===== config.mk =====
export PLATFORM = sky130hd
export DESIGN_NAME = boot_chk_responder
export DESIGN_NICKNAME = d
export VERILOG_FILES = /design/src/rtl/boot_chk_pkg.sv /design/src/rtl/boot_autobaud_rx.sv /design/src/rtl/boot_cmd_parser.sv /design/src/rtl/boot_reply_tx.sv /design/src/rtl/boot_chk_responder.sv
export SDC_FILE = /design/constraint.sdc
export NUM_CORES = 1
export LEC_CHECK = 0
export ABC_AREA = 1
export BUFFER_PORTS_ARGS = -buffer_cell sky130_fd_sc_hd__buf_2
export CAP_MARGIN = 0
export CORE_MARGIN = 2
export CORE_UTILIZATION = 43
export DETAILED_ROUTE_END_ITERATION = 8
export SLEW_MARGIN = 20
export SYNTH_ARGS = -nofsm -noshare
export SYNTH_HDL_FRONTEND = slang
export SYNTH_SLANG_ARGS = --single-unit

===== constraint.sdc =====
create_clock -name clk -period 5.55 [get_ports clk]
set_input_delay 0.2775 -clock clk [delete_from_list [all_inputs] [get_ports clk]]
set_output_delay 0.2775 -clock clk [all_outputs]
set_load 0.05 [all_outputs]

===== src/rtl/boot_chk_pkg.sv =====
package boot_chk_pkg;

    typedef enum logic [2:0] {
        RX_HUNT, RX_LEAD, RX_RUN, RX_TAIL, RX_IDLE, RX_START, RX_DATA, RX_STOP
    } rx_state_e;

    typedef enum logic [1:0] {
        PS_WORD, PS_FIRST, PS_MORE
    } ps_state_e;

    typedef enum logic [2:0] {
        TX_IDLE, TX_TURN, TX_START, TX_DATA, TX_STOP
    } tx_state_e;

    localparam int KEY_LEN   = 10;
    localparam int REPLY_LEN = 15;

    // Expected text after the timing character: space, keyword, space
    function automatic logic [7:0] key_char(input logic [3:0] idx);
        case (idx)
            4'd0:    key_char = 8'h20;
            4'd1:    key_char = "P";
            4'd2:    key_char = "r";
            4'd3:    key_char = "o";
            4'd4:    key_char = "p";
            4'd5:    key_char = "_";
            4'd6:    key_char = "C";
            4'd7:    key_char = "h";
            4'd8:    key_char = "k";
            default: key_char = 8'h20;
        endcase
    endfunction

    function automatic logic is_hex(input logic [7:0] c);
        is_hex = (c >= "0" && c <= "9") || (c >= "A" && c <= "F") ||
                 (c >= "a" && c <= "f");
    endfunction

    function automatic logic [7:0] reply_char(input logic [3:0] idx,
                                              input logic [15:0] ver);
        case (idx)
            4'd0:    reply_char = 8'h0D;
            4'd1:    reply_char = 8'h0A;
            4'd2:    reply_char = "P";
            4'd3:    reply_char = "r";
            4'd4:    reply_char = "o";
            4'd5:    reply_char = "p";
            4'd6:    reply_char = "_";
            4'd7:    reply_char = "V";
            4'd8:    reply_char = "e";
            4'd9:    reply_char = "r";
            4'd10:   reply_char = 8'h20;
            4'd11:   reply_char = ver[15:8];
            4'd12:   reply_char = ver[7:0];
            4'd13:   reply_char = 8'h0D;
            default: reply_char = 8'h0A;
        endcase
    endfunction

endpackage


===== src/rtl/boot_autobaud_rx.sv =====
module boot_autobaud_rx
    import boot_chk_pkg::*;
#(
    parameter int BW        = 16,
    parameter int GAP_SHIFT = 7,
    parameter int MIN_BIT   = 4
) (
    input  logic          clk,
    input  logic          rst_n,
    input  logic          line_in,
    input  logic          hold,
    input  logic          restart,
    output logic [BW-1:0] bit_len,
    output logic          synced,
    output logic          c_valid,
    output logic [7:0]    c_data
);
    localparam int CW = BW + GAP_SHIFT + 1;
    localparam logic [CW-1:0] LEAD_MAX = CW'((64'd1 << (BW + 1)) - 1);
    localparam logic [CW-1:0] LEAD_MIN = CW'(2 * MIN_BIT);

    rx_state_e      st_q;
    logic [CW-1:0]  cnt_q;
    logic [BW-1:0]  bl_q;
    logic [7:0]     sh_q, data_q;
    logic [2:0]     bi_q;
    logic           s1_q, s2_q, valid_q;

    logic [CW-1:0]  bl_w, half_w, three_w, four_w, six_w, gap_w;
    assign bl_w    = CW'(bl_q);
    assign half_w  = bl_w >> 1;
    assign three_w = bl_w + (bl_w << 1);
    assign four_w  = bl_w << 2;
    assign six_w   = four_w + (bl_w << 1);
    assign gap_w   = bl_w << GAP_SHIFT;

    // State register and datapath
    always_ff @(posedge clk) begin
        if (!rst_n) begin
            st_q    <= RX_HUNT;
            cnt_q   <= '0;
            bl_q    <= '0;
            sh_q    <= '0;
            data_q  <= '0;
            bi_q    <= '0;
            s1_q    <= 1'b1;
            s2_q    <= 1'b1;
            valid_q <= 1'b0;
        end else begin
            s1_q    <= line_in;
            s2_q    <= s1_q;
            valid_q <= 1'b0;
            if (hold || restart) begin
                st_q  <= RX_HUNT;
                cnt_q <= '0;
            end else begin
                unique case (st_q)
                    RX_HUNT: if (!s2_q) begin
                        st_q <= RX_LEAD; cnt_q <= CW'(1);
                    end
                    RX_LEAD: if (s2_q) begin
                        if (cnt_q >= LEAD_MIN) begin
                            bl_q <= cnt_q[BW:1]; st_q <= RX_RUN; cnt_q <= CW'(1);
                        end else st_q <= RX_HUNT;
                    end else if (cnt_q == LEAD_MAX) st_q <= RX_HUNT;
                    else cnt_q <= cnt_q + 1'b1;
                    RX_RUN: if (!s2_q) begin
                        if (cnt_q >= four_w) begin
                            st_q <= RX_TAIL; cnt_q <= CW'(1);
                        end else st_q <= RX_HUNT;
                    end else if (cnt_q > six_w) st_q <= RX_HUNT;
                    else cnt_q <= cnt_q + 1'b1;
                    RX_TAIL: if (s2_q) begin
                        if (cnt_q >= bl_w && cnt_q <= three_w) begin
                            st_q <= RX_IDLE; cnt_q <= CW'(1);
                        end else st_q <= RX_HUNT;
                    end else if (cnt_q > three_w) st_q <= RX_HUNT;
                    else cnt_q <= cnt_q + 1'b1;
                    RX_IDLE: if (!s2_q) begin
                        st_q <= RX_START; cnt_q <= CW'(1);
                    end else if (cnt_q >= gap_w) st_q <= RX_HUNT;
                    else cnt_q <= cnt_q + 1'b1;
                    RX_START: if (cnt_q >= half_w) begin
                        cnt_q <= CW'(1);
                        bi_q  <= '0;
                        st_q  <= s2_q ? RX_IDLE : RX_DATA;
                    end else cnt_q <= cnt_q + 1'b1;
                    RX_DATA: if (cnt_q >= bl_w) begin
                        sh_q  <= {s2_q, sh_q[7:1]};
                        cnt_q <= CW'(1);
                        if (bi_q == 3'd7) st_q <= RX_STOP;
                        else bi_q <= bi_q + 1'b1;
                    end else cnt_q <= cnt_q + 1'b1;
                    RX_STOP: if (cnt_q >= bl_w) begin
                        cnt_q <= CW'(1);
                        if (s2_q) begin
                            valid_q <= 1'b1; data_q <= sh_q; st_q <= RX_IDLE;
                        end else st_q <= RX_HUNT;
                    end else cnt_q <= cnt_q + 1'b1;
                    default: st_q <= RX_HUNT;
                endcase
            end
        end
    end

    // Outputs
    always_comb begin
        bit_len = bl_q;
        c_valid = valid_q;
        c_data  = data_q;
        synced  = (st_q == RX_IDLE) || (st_q == RX_START) ||
                  (st_q == RX_DATA) || (st_q == RX_STOP);
    end

endmodule


===== src/rtl/boot_cmd_parser.sv =====
module boot_cmd_parser
    import boot_chk_pkg::*;
(
    input  logic       clk,
    input  logic       rst_n,
    input  logic       synced,
    input  logic       c_valid,
    input  logic [7:0] c_data,
    output logic       fire,
    output logic       bad
);
    ps_state_e  ps_q;
    logic [3:0] kidx_q;
    logic [1:0] arg_q;
    logic       hex;

    assign hex = is_hex(c_data);

    // Outputs: completion and mismatch
    always_comb begin
        fire = 1'b0;
        bad  = 1'b0;
        if (synced && c_valid) begin
            unique case (ps_q)
                PS_WORD:  bad = (c_data != key_char(kidx_q));
                PS_FIRST: bad = !hex;
                PS_MORE: begin
                    fire = !hex && (arg_q == 2'd3);
                    bad  = !hex && (arg_q != 2'd3) && (c_data != 8'h20);
                end
                default:  bad = 1'b1;
            endcase
        end
    end

    // State register
    always_ff @(posedge clk) begin
        if (!rst_n || !synced) begin
            ps_q   <= PS_WORD;
            kidx_q <= '0;
            arg_q  <= '0;
        end else if (c_valid) begin
            if (fire || bad) begin
                ps_q   <= PS_WORD;
                kidx_q <= '0;
                arg_q  <= '0;
            end else begin
                unique case (ps_q)
                    PS_WORD: begin
                        if (kidx_q == 4'(KEY_LEN - 1)) ps_q <= PS_FIRST;
                        else kidx_q <= kidx_q + 1'b1;
                    end
                    PS_FIRST: ps_q <= PS_MORE;
                    PS_MORE: if (!hex) begin
                        ps_q  <= PS_FIRST;
                        arg_q <= arg_q + 1'b1;
                    end
                    default: ps_q <= PS_WORD;
                endcase
            end
        end
    end

endmodule


===== src/rtl/boot_reply_tx.sv =====
module boot_reply_tx
    import boot_chk_pkg::*;
#(
    parameter int BW          = 16,
    parameter int TURN_CYCLES = 50000
) (
    input  logic          clk,
    input  logic          rst_n,
    input  logic          start,
    input  logic [BW-1:0] bit_len,
    input  logic [15:0]   ver,
    output logic          tx,
    output logic          busy,
    output logic          turning
);
    localparam int TW = $clog2(TURN_CYCLES + 1);
    localparam int CW = ((TW > BW) ? TW : BW) + 1;

    tx_state_e     st_q;
    logic [CW-1:0] cnt_q;
    logic [3:0]    ci_q;
    logic [2:0]    bi_q;
    logic [7:0]    sh_q;
    logic [CW-1:0] bl_w;

    assign bl_w = CW'(bit_len);

    // State register and datapath
    always_ff @(posedge clk) begin
        if (!rst_n) begin
            st_q  <= TX_IDLE;
            cnt_q <= '0;
            ci_q  <= '0;
            bi_q  <= '0;
            sh_q  <= '0;
        end else begin
            unique case (st_q)
                TX_IDLE: if (start) begin
                    st_q <= TX_TURN; cnt_q <= CW'(1);
                end
                TX_TURN: if (cnt_q >= CW'(TURN_CYCLES)) begin
                    st_q <= TX_START; cnt_q <= CW'(1); ci_q <= '0;
                end else cnt_q <= cnt_q + 1'b1;
                TX_START: if (cnt_q >= bl_w) begin
                    st_q  <= TX_DATA;
                    cnt_q <= CW'(1);
                    bi_q  <= '0;
                    sh_q  <= reply_char(ci_q, ver);
                end else cnt_q <= cnt_q + 1'b1;
                TX_DATA: if (cnt_q >= bl_w) begin
                    cnt_q <= CW'(1);
                    sh_q  <= sh_q >> 1;
                    if (bi_q == 3'd7) st_q <= TX_STOP;
                    else bi_q <= bi_q + 1'b1;
                end else cnt_q <= cnt_q + 1'b1;
                TX_STOP: if (cnt_q >= bl_w) begin
                    cnt_q <= CW'(1);
                    if (ci_q == 4'(REPLY_LEN - 1)) st_q <= TX_IDLE;
                    else begin
                        ci_q <= ci_q + 1'b1;
                        st_q <= TX_START;
                    end
                end else cnt_q <= cnt_q + 1'b1;
                default: st_q <= TX_IDLE;
            endcase
        end
    end

    // Outputs
    always_comb begin
        busy    = (st_q != TX_IDLE);
        turning = (st_q == TX_TURN);
        unique case (st_q)
            TX_START: tx = 1'b0;
            TX_DATA:  tx = sh_q[0];
            default:  tx = 1'b1;
        endcase
    end

endmodule


===== src/rtl/boot_chk_responder.sv =====
module boot_chk_responder #(
    parameter int BW          = 16,
    parameter int TURN_CYCLES = 50000,
    parameter int GAP_SHIFT   = 7,
    parameter int MIN_BIT     = 4
) (
    input  logic        clk,
    input  logic        rst_n,
    input  logic        ser_rx,
    input  logic [15:0] ver_code,
    output logic        ser_tx
);
    logic [BW-1:0] rx_bit_len;
    logic          rx_synced, rx_valid, p_fire, p_bad;
    logic [7:0]    rx_data;
    logic          tx_busy, tx_turning, rx_hold;

    assign rx_hold = tx_busy | p_fire;

    boot_autobaud_rx #(.BW(BW), .GAP_SHIFT(GAP_SHIFT), .MIN_BIT(MIN_BIT)) u_rx (
        .clk(clk), .rst_n(rst_n), .line_in(ser_rx), .hold(rx_hold),
        .restart(p_bad), .bit_len(rx_bit_len), .synced(rx_synced),
        .c_valid(rx_valid), .c_data(rx_data)
    );

    boot_cmd_parser u_parse (
        .clk(clk), .rst_n(rst_n), .synced(rx_synced), .c_valid(rx_valid),
        .c_data(rx_data), .fire(p_fire), .bad(p_bad)
    );

    boot_reply_tx #(.BW(BW), .TURN_CYCLES(TURN_CYCLES)) u_tx (
        .clk(clk), .rst_n(rst_n), .start(p_fire), .bit_len(rx_bit_len),
        .ver(ver_code), .tx(ser_tx), .busy(tx_busy), .turning(tx_turning)
    );

endmodule


==> results of run 1 <==
power groups by stage:
stage	logic [mW]	registers [mW]	clock network, mW
floorplan	2.81	1.11	0
global placement	3.57	1.22	0
detailed placement	3.63	1.23	0
CTS	3.65	1.21	1.15
global route	4.19	1.23	1.18
finish	3.67	1.21	1.13
how the worst max path moves through the flow:
stage | cells past startpoint | startpoint | slack, ns | to
2_1_floorplan | 25 | u_rx.bit_len[0]$_SDFFE_PN0P_ | 2.24 | u_rx.cnt_q[8]$_SDFFE_PP0P_
3_3_place_gp | 24 | u_rx.bit_len[0]$_SDFFE_PN0P_ | 1.33 | u_rx.cnt_q[14]$_SDFFE_PP0P_
3_5_place_dp | 24 | u_rx.bit_len[0]$_SDFFE_PN0P_ | 1.16 | u_rx.cnt_q[14]$_SDFFE_PP0P_
4_1_cts | 24 | u_rx.bit_len[0]$_SDFFE_PN0P_ | 1.11 | u_rx.cnt_q[14]$_SDFFE_PP0P_
5_1_grt | 24 | u_rx.bit_len[0]$_SDFFE_PN0P_ | 0.68 | u_rx.cnt_q[21]$_SDFFE_PP0P_
6_report | 24 | u_rx.bit_len[0]$_SDFFE_PN0P_ | 0.97 | u_rx.cnt_q[14]$_SDFFE_PP0P_
metrics by stage:
step                total power, mW  utilization [%]
global placement               4.80             45.6
floorplan                      3.92                -
CTS                            6.01             48.2
detailed placement             4.85             45.6
global route                   6.60             48.2
finish                         6.02             48.2
synthesized netlist by cell type, types with 3 or more instances:
cell / number
o21ai_0: 83
o211ai_1: 11
a211oi_1: 15
and3_1: 3
a31oi_1: 5
o22ai_1: 4
xnor2_1: 11
nand3b_1: 7
nor3_1: 51
nand2_2: 10
inv_2: 6
clkbuf_1: 22
ha_1: 131
buf_6: 3
nand2_1: 354
inv_1: 227
nand3_1: 122
a21oi_1: 126
nand4_1: 59
nor2_2: 15
buf_2: 13
nor4_1: 8
and2_1: 5
a221oi_1: 4
nor2_1: 185
xor2_1: 6
dfxtp_1: 115
cell type report:
cell class / instances / area (sq um)
clock inverters: 15 / 188
inverters: 234 / 878
well taps: 319 / 399
repair buffers: 30 / 178
clock buffers: 17 / 425
fillers: 2515 / 12200
flip-flops and latches: 115 / 2300
multi-input cells: 1248 / 6970
kinds of logic after synthesis:
logic type	share of synthesized area [%]
adders and majority gates	16.0
AOI/OAI and AO/OA	14.6
and+or+nand+nor	35.3
buffers and inverters	10.3
xor gates and xnor gates	1.44
DFF	22.3
metal layers:
metal | track usage [%] | up-vias | share of wire, %
met3 | 3.00 | 56 | 5.1
li1 | - | 5506 | -
met2 | 40.1 | 318 | 45
met5 | 0 | - | 0
met1 | 31.7 | 4849 | 47
met4 | 8.88 | 0 | 3.2
state kept, by name, summed over array words and instances (netlist names), 3 cells and up, named ones only:
name,count
u_parse.kidx_q,4
u_tx.ci_q,4
u_rx.bi_q,3
u_rx.cnt_q,24
u_tx.sh_q,8
u_rx.sh_q,8
u_tx.st_q,3
u_rx.bit_len,16
u_tx.bi_q,3
u_tx.cnt_q,17
u_rx.st_q,3
u_rx.c_data,8
worst max-delay path: cells and delay by family (launching register included):
| family | cells | cell delay [ns] |
|---|---|---|
| AOI/OAI and AO/OA | 1 | 0.11 |
| buffers and inverters | 3 | 0.25 |
| DFF | 1 | 0.52 |
| adders and majority gates | 3 | 1.01 |
| and+or+nand+nor | 17 | 2.59 |
==> metrics.md, run 1 <==
| Metric | Value |
|---|---|
| Final setup vio count | 0 |
| CTS Root Cell | clkbuf_16 |
| Tcrit/Tclk final | around 82% |
| Routed vias/inst | between 5 and 6 |
| Clk_lat worst skew | between 0.4 and 0.5 ns |
| Comb power frac | ~61% |
| Sink Count | roughly 120 |
| Post-Layout Inst Area | ~0.011 sq mm |
| Most common cell after layout, fill and taps aside | nand2_1 |
| Starting DRT DRC Count | slightly above 800 |
| Max-slew violations | 0 |
| CTS Hold Buffers Added | 0 |
| Final-report hold violation count | 0 |
| Actual slew at the worst max-slew pin | about 1.1 ns |
| Number of synthesized flops with an enable pin | 0 |
| FF-to-FF Start | u_rx.bit_len[0]$_SDFFE_PN0P_ |
| Worst hold path depth | 2 |
| Outcome | completed |
| Port bufs | 19 |
| Antenna Cells | 0 |
| Crit-path max cell delay | 0.52 ns |
| Post-CTS resize count | 0 |
| Synth top area share | between 20% and 30% |
| Clk slew on worst S/H paths | roughly 0.06 ns |
| Main area contributors after synthesis | dfxtp_1 (22%), ha_1 (16%), nand2_1 (13%) |
| Syn Area/Cell | 6.32 sq um |
| Critical-path cell list | ha_1 -> inv_1 -> fa_1 -> inv_1 -> nand2_1 -> nand3_1 -> nand2_1 -> nand2_1 -> a21oi_1 -> ha_1 -> inv_1 -> nor4_1 -> nand3_1 -> nor3_1 -> nand2_1 -> nor2_1 -> nand3b_1 -> nand2_1 -> nand2_1 -> nand2_2 -> nand2_2 -> nor2_4 -> nor2_1 -> nor2_1 |
| Worst reg2reg path endpoint | u_rx.cnt_q[14]$_SDFFE_PP0P_ |
| Drt pass-1 iters | 7 |
| CTS tree | built |
| Overall routing resource usage | a little under a quarter |
| Part of the Yosys area used for sequential elements | 22.3% |
| HPWL after DPL | 23000 um |
| Sequential Power Share | 20.2% |
| Hold WS | roughly 0.033 ns |
| Htree depth | 4 |
| Initial antenna violation count | 0 |
| Final #Nets | between 1500 and 2000 |
| Mapped Area | about 0.010 sq mm |
| Number of global-route vias before repair | roughly 9900 |
| FF-to-FF setup slack | 0.97 ns |
| First-pass GRT wire length | 49600 um |
| Post CTS Setup Buffer Count | 0 |
| Per-cell routed wire length | approximately 15 um |
| FFs w/ async S/R, synth | 0% |
| Post-route clock skew | between 0.01 and 0.015 ns |
| Initial Utilization | 43.9% |
| Vias | ~11000 |
| Top FF cell, synth | dfxtp_1 |
| Fmax | approximately 0.22 GHz |
| RSZ-0062 raised after global routing | no |
| Worst min-delay path startpoint | ser_rx |
| Dpl ws | 1.16 ns |
| Pint | 2.86 mW |
| FF-to-FF path depth | 24 |
| Yosys warning count | 0 |
| Worst hold path type | in2reg |
| Switching share of power | 52.5% |
| Slew HR | between 20% and 30% |
| Post-synthesis instance total | roughly 1600 |
| Ports | 20 |
| Clock share of power | 18.7% |
| Cell Rows | 56 |
| Critical path's most frequent cell | nand2_1 |
| Seq cells post-synth | roughly 120 |
| Startpoint Class | register |
| Largest fanout on the critical path | 22 |
| Sw Pwr | 3.16 mW |
| Pwr per Cell Area | 530 mW/mm^2 |
| Longest Clk Path Bufs | 2 |
| Crit path kind | reg2reg |
| Nature of the critical path endpoint | register |
| Placed Instance Area | 0.0107 sq mm |
| Setup TNS | 0 ns |
| Syn nets | 1787 |
| Routed WL | about 30000 um |
| Die Ht | 159 um |
| Final ANT Viol Nets | 0 |
| Peak supply drop | between 0.0002 and 0.00025 V |
| Synth cell types | 54 |
| Hold Path Sink | u_rx.s1_q$_SDFF_PN1_ |
| Die Width | 159 um |
| Most frequent cells in the layout | nand2_1 (354), inv_1 (227), nor2_1 (184), ha_1 (131), a21oi_1 (126) |
| Die area | about 0.025 sq mm |
| Max-cap violations | 0 |
| DRC viols | 0 |
| Slowest stage cell, crit path | dfxtp_1 |
| Yosys top cell by area | dfxtp_1 |
| DP Cell Count | slightly below 2000 |
| GP Congestion | slightly above 0.9 |
| Worst path required time | 5.92 ns |
| Num CTS Buffers | 17 |
| Area Growth Syn to Fin | 9.70% |
| Non-filler cells, final | 1978 |
| Core Area | roughly 0.024 sq mm |
| Setup ws final | just under 1 ns |
| Fraction of final layout cells sized beyond drive strength 1 | 6.09% |
| Remaining Overflow, GRT | 0 |
| Arrival @ worst endpoint | around 4.9 ns |
| Post-route minimum period | roughly 4.6 ns |
| Lkg Pwr | approximately 5.4 nW |
| Largest net degree at the start of global routing | 53 |
Power figures use the tool's default switching activity.
==> run 2, diff against run 1 <==
==> constraint.sdc (replaced) <==
create_clock -name clk -period 4.6 [get_ports clk]
set_input_delay 0.23 -clock clk [delete_from_list [all_inputs] [get_ports clk]]
set_output_delay 0.23 -clock clk [all_outputs]
set_load 0.05 [all_outputs]
==> run 2 against run 1 <==
Compared with the run above: worst setup slack got worse by 0.53 ns; clock-buffer cell count did not move; highest routed layer unchanged; combinational power rose by 22%; utilization rose by 0.27 points.
==> metrics.md, run 2 (synthesized netlist as in run 1, its figures left out) <==
| Metric | Value |
|---|---|
| Outcome | completed |
| Comb power frac | 61.6% (+0.5 points) |
| Hold WS | 0.237 ns (+0.204 ns) |
| Sink Count | 115 (unchanged) |
| Most frequent cells in the layout | nand2_1 (354), inv_1 (227), nor2_1 (184), ha_1 (131), a21oi_1 (126) |
| Biggest register | u_rx.cnt_q |
| Cell Rows | 56 (unchanged) |
| Die area | 0.0253 sq mm (unchanged) |
| Largest net degree at the start of global routing | 33 (-38%) |
| Clk slew on worst S/H paths | 0.07 ns (about the same) |
| Number of global-route vias before repair | 10100 (+2.2%) |
| Post CTS Setup Buffer Count | 0 (unchanged) |
| Remaining Overflow, GRT | 0 (unchanged) |
| Clk_lat worst skew | 0.43 ns (about the same) |
| Tcrit/Tclk final | 90.4% (+8.0 points) |
| Fraction of final layout cells sized beyond drive strength 1 | 6.54% (+0.45 points) |
| Area Growth Syn to Fin | 10.3% |
| Setup TNS | 0 ns (unchanged) |
| RSZ-0062 raised after global routing | no |
| First-pass GRT wire length | 50300 um (+1.4%) |
| Longest Clk Path Bufs | 2 (unchanged) |
| Crit path kind | reg2reg |
| Clock share of power | 18.5% (-0.2 points) |
| DRC viols | 0 (unchanged) |
| Max FFs per register | 24 (unchanged) |
| Actual slew at the worst max-slew pin | 0.851 ns (-0.205 ns) |
| Worst path required time | 4.96 ns (-0.96 ns) |
| Post-route minimum period | 4.16 ns (-0.416 ns) |
| Final ANT Viol Nets | 0 (unchanged) |
| Htree depth | 4 (unchanged) |
| Pint | 3.47 mW (+22%) |
| Nature of the critical path endpoint | register |
| FF-to-FF setup slack | 0.44 ns (-0.53 ns) |
| Most common cell after layout, fill and taps aside | nand2_1 |
| Lkg Pwr | 5.43 nW (+0.75%) |
| Pwr per Cell Area | 638 mW/mm^2 (+20%) |
| Filler cell count | 2470 (-1.8%) |
| Max-slew violations | 0 (unchanged) |
| Arrival @ worst endpoint | 4.52 ns (-0.42 ns) |
| Sw Pwr | 3.80 mW (+20%) |
| Die Width | 159 um (unchanged) |
| HPWL after DPL | 23400 um (+2.0%) |
| Max-cap violations | 0 (unchanged) |
| Per-cell routed wire length | 15.3 um (about the same) |
| Drt pass-1 iters | 6 (-1) |
| Area occupied by multi-input gates | 0.00698 sq mm (about the same) |
| Final-report hold violation count | 0 (unchanged) |
| Antenna Cells | 0 (unchanged) |
| Dpl ws | 0.383 ns (-0.774 ns) |
| Startpoint Class | register |
| Port bufs | 19 (unchanged) |
| Post-route clock skew | 0.0171 ns (+0.00536 ns) |
| Register Area | 0.00230 sq mm (about the same) |
| Switching share of power | 52.3% (-0.23 points) |
| Vias | 10700 (-0.38%) |
| Setup ws final | 0.441 ns (-0.534 ns) |
| Num CTS Buffers | 17 (unchanged) |
| Die Ht | 159 um (unchanged) |
| Initial antenna violation count | 0 (unchanged) |
| Overall routing resource usage | 24.2% (+0.25 points) |
| CTS Root Cell | clkbuf_16 |
| Starting DRT DRC Count | 706 (-13%) |
| Initial Utilization | 43.9% (unchanged) |
| Fmax | 0.240 GHz (+10%) |
| Peak supply drop | 0.000320 V (+42%) |
| Routed WL | 30300 um (+0.47%) |
| Final setup vio count | 0 (unchanged) |
| Core Area | 0.0235 sq mm (unchanged) |
| CTS tree | built |
| Worst hold path type | in2reg |
| Sequential Power Share | 19.9% (-0.3 points) |
| Final #Nets | 1805 (+0.45%) |
| GP Congestion | 0.914 (-2.3%) |
| Ports | 20 (unchanged) |
| Routed vias/inst | 5.38 (-0.78%) |
| Largest fanout on the critical path | 20 (-9.1%) |
| Slew HR | 43.0% (+14 points) |
-- run 2: area by class of cell --
type,instances,area share (%)
multi-input cells,1248,61.2
flip-flops and latches,115,20.2
inverters,234,7.70
clock buffers,17,3.73
well taps,319,3.50
repair buffers,38,2.11
clock inverters,15,1.60
-- run 2: worst max-delay path, cell delays in order (launching register included) --
cell and delay, ns:
dfxtp_2 0.42, ha_1 0.25, inv_1 0.07, fa_1 0.41, inv_1 0.11, nand2_1 0.06
nand3_1 0.10, nand2_1 0.10, nand2_1 0.12, a21oi_1 0.11, ha_1 0.31, inv_1 0.06
nor4_1 0.27, nand3_1 0.11, nor3_1 0.14, nand2_1 0.08, nor2_1 0.10, nand3b_1 0.10
nand2_1 0.12, nand2_1 0.07, nand2_2 0.18, nand2_2 0.09, nor2_4 0.49, nor2_1 0.09
nor2_1 0.12
-- run 2: layer usage --
metal	GRT usage, %	wire, um	part of all wire, %	vias to the layer above
li1	-	-	-	5540
met4	8.47	778	2.6	0
met3	3.49	1480	4.9	60
met2	41.1	13900	46	269
met5	0	0	0	-
met1	31.4	14100	47	4819
-- run 2: path summary, 6_finish.rpt --
kind / startpoint / to / cells after the start
hold / removal: ver_code[15] / u_tx.sh_q[7]$_SDFFE_PN0P_ / 4
setup / recovery: u_rx.bit_len[0]$_SDFFE_PN0P_ / u_rx.cnt_q[17]$_SDFFE_PP0P_ / 24
setup reg to reg: u_rx.bit_len[0]$_SDFFE_PN0P_ / u_rx.cnt_q[17]$_SDFFE_PP0P_ / 24
hold reg to reg: u_rx.s1_q$_SDFF_PN1_ / u_rx.s2_q$_SDFF_PN1_ / 1
-- run 2: stage by stage --
stage / power [mW] / area, sq um / std cells / utilization (%)
2_1_floorplan: 4.73 / 10300 / 1636 / -
3_3_place_gp: 5.84 / 10800 / 1953 / 45.8
3_5_place_dp: 5.88 / 10800 / 1953 / 45.8
4_1_cts: 7.26 / 11400 / 1986 / 48.4
5_1_grt: 7.99 / 11400 / 1986 / 48.5
6_report: 7.28 / 11400 / 1986 / 48.5
-- run 2: power groups by stage --
stage                     logic (mW)  clock network [mW]  registers, mW
after floorplan                 3.39                   0           1.34
after global placement          4.38                   0           1.46
after detailed placement        4.42                   0           1.46
after CTS                       4.45                1.38           1.44
after global routing            5.11                1.41           1.47
final                           4.48                1.35           1.45
-- run 2: what timing repair did --
item,CTS,global route
hold endpoints to repair,1,0
endpoints found under the setup margin,0,8
hold buffers,1,0
gates resized for setup,0,1
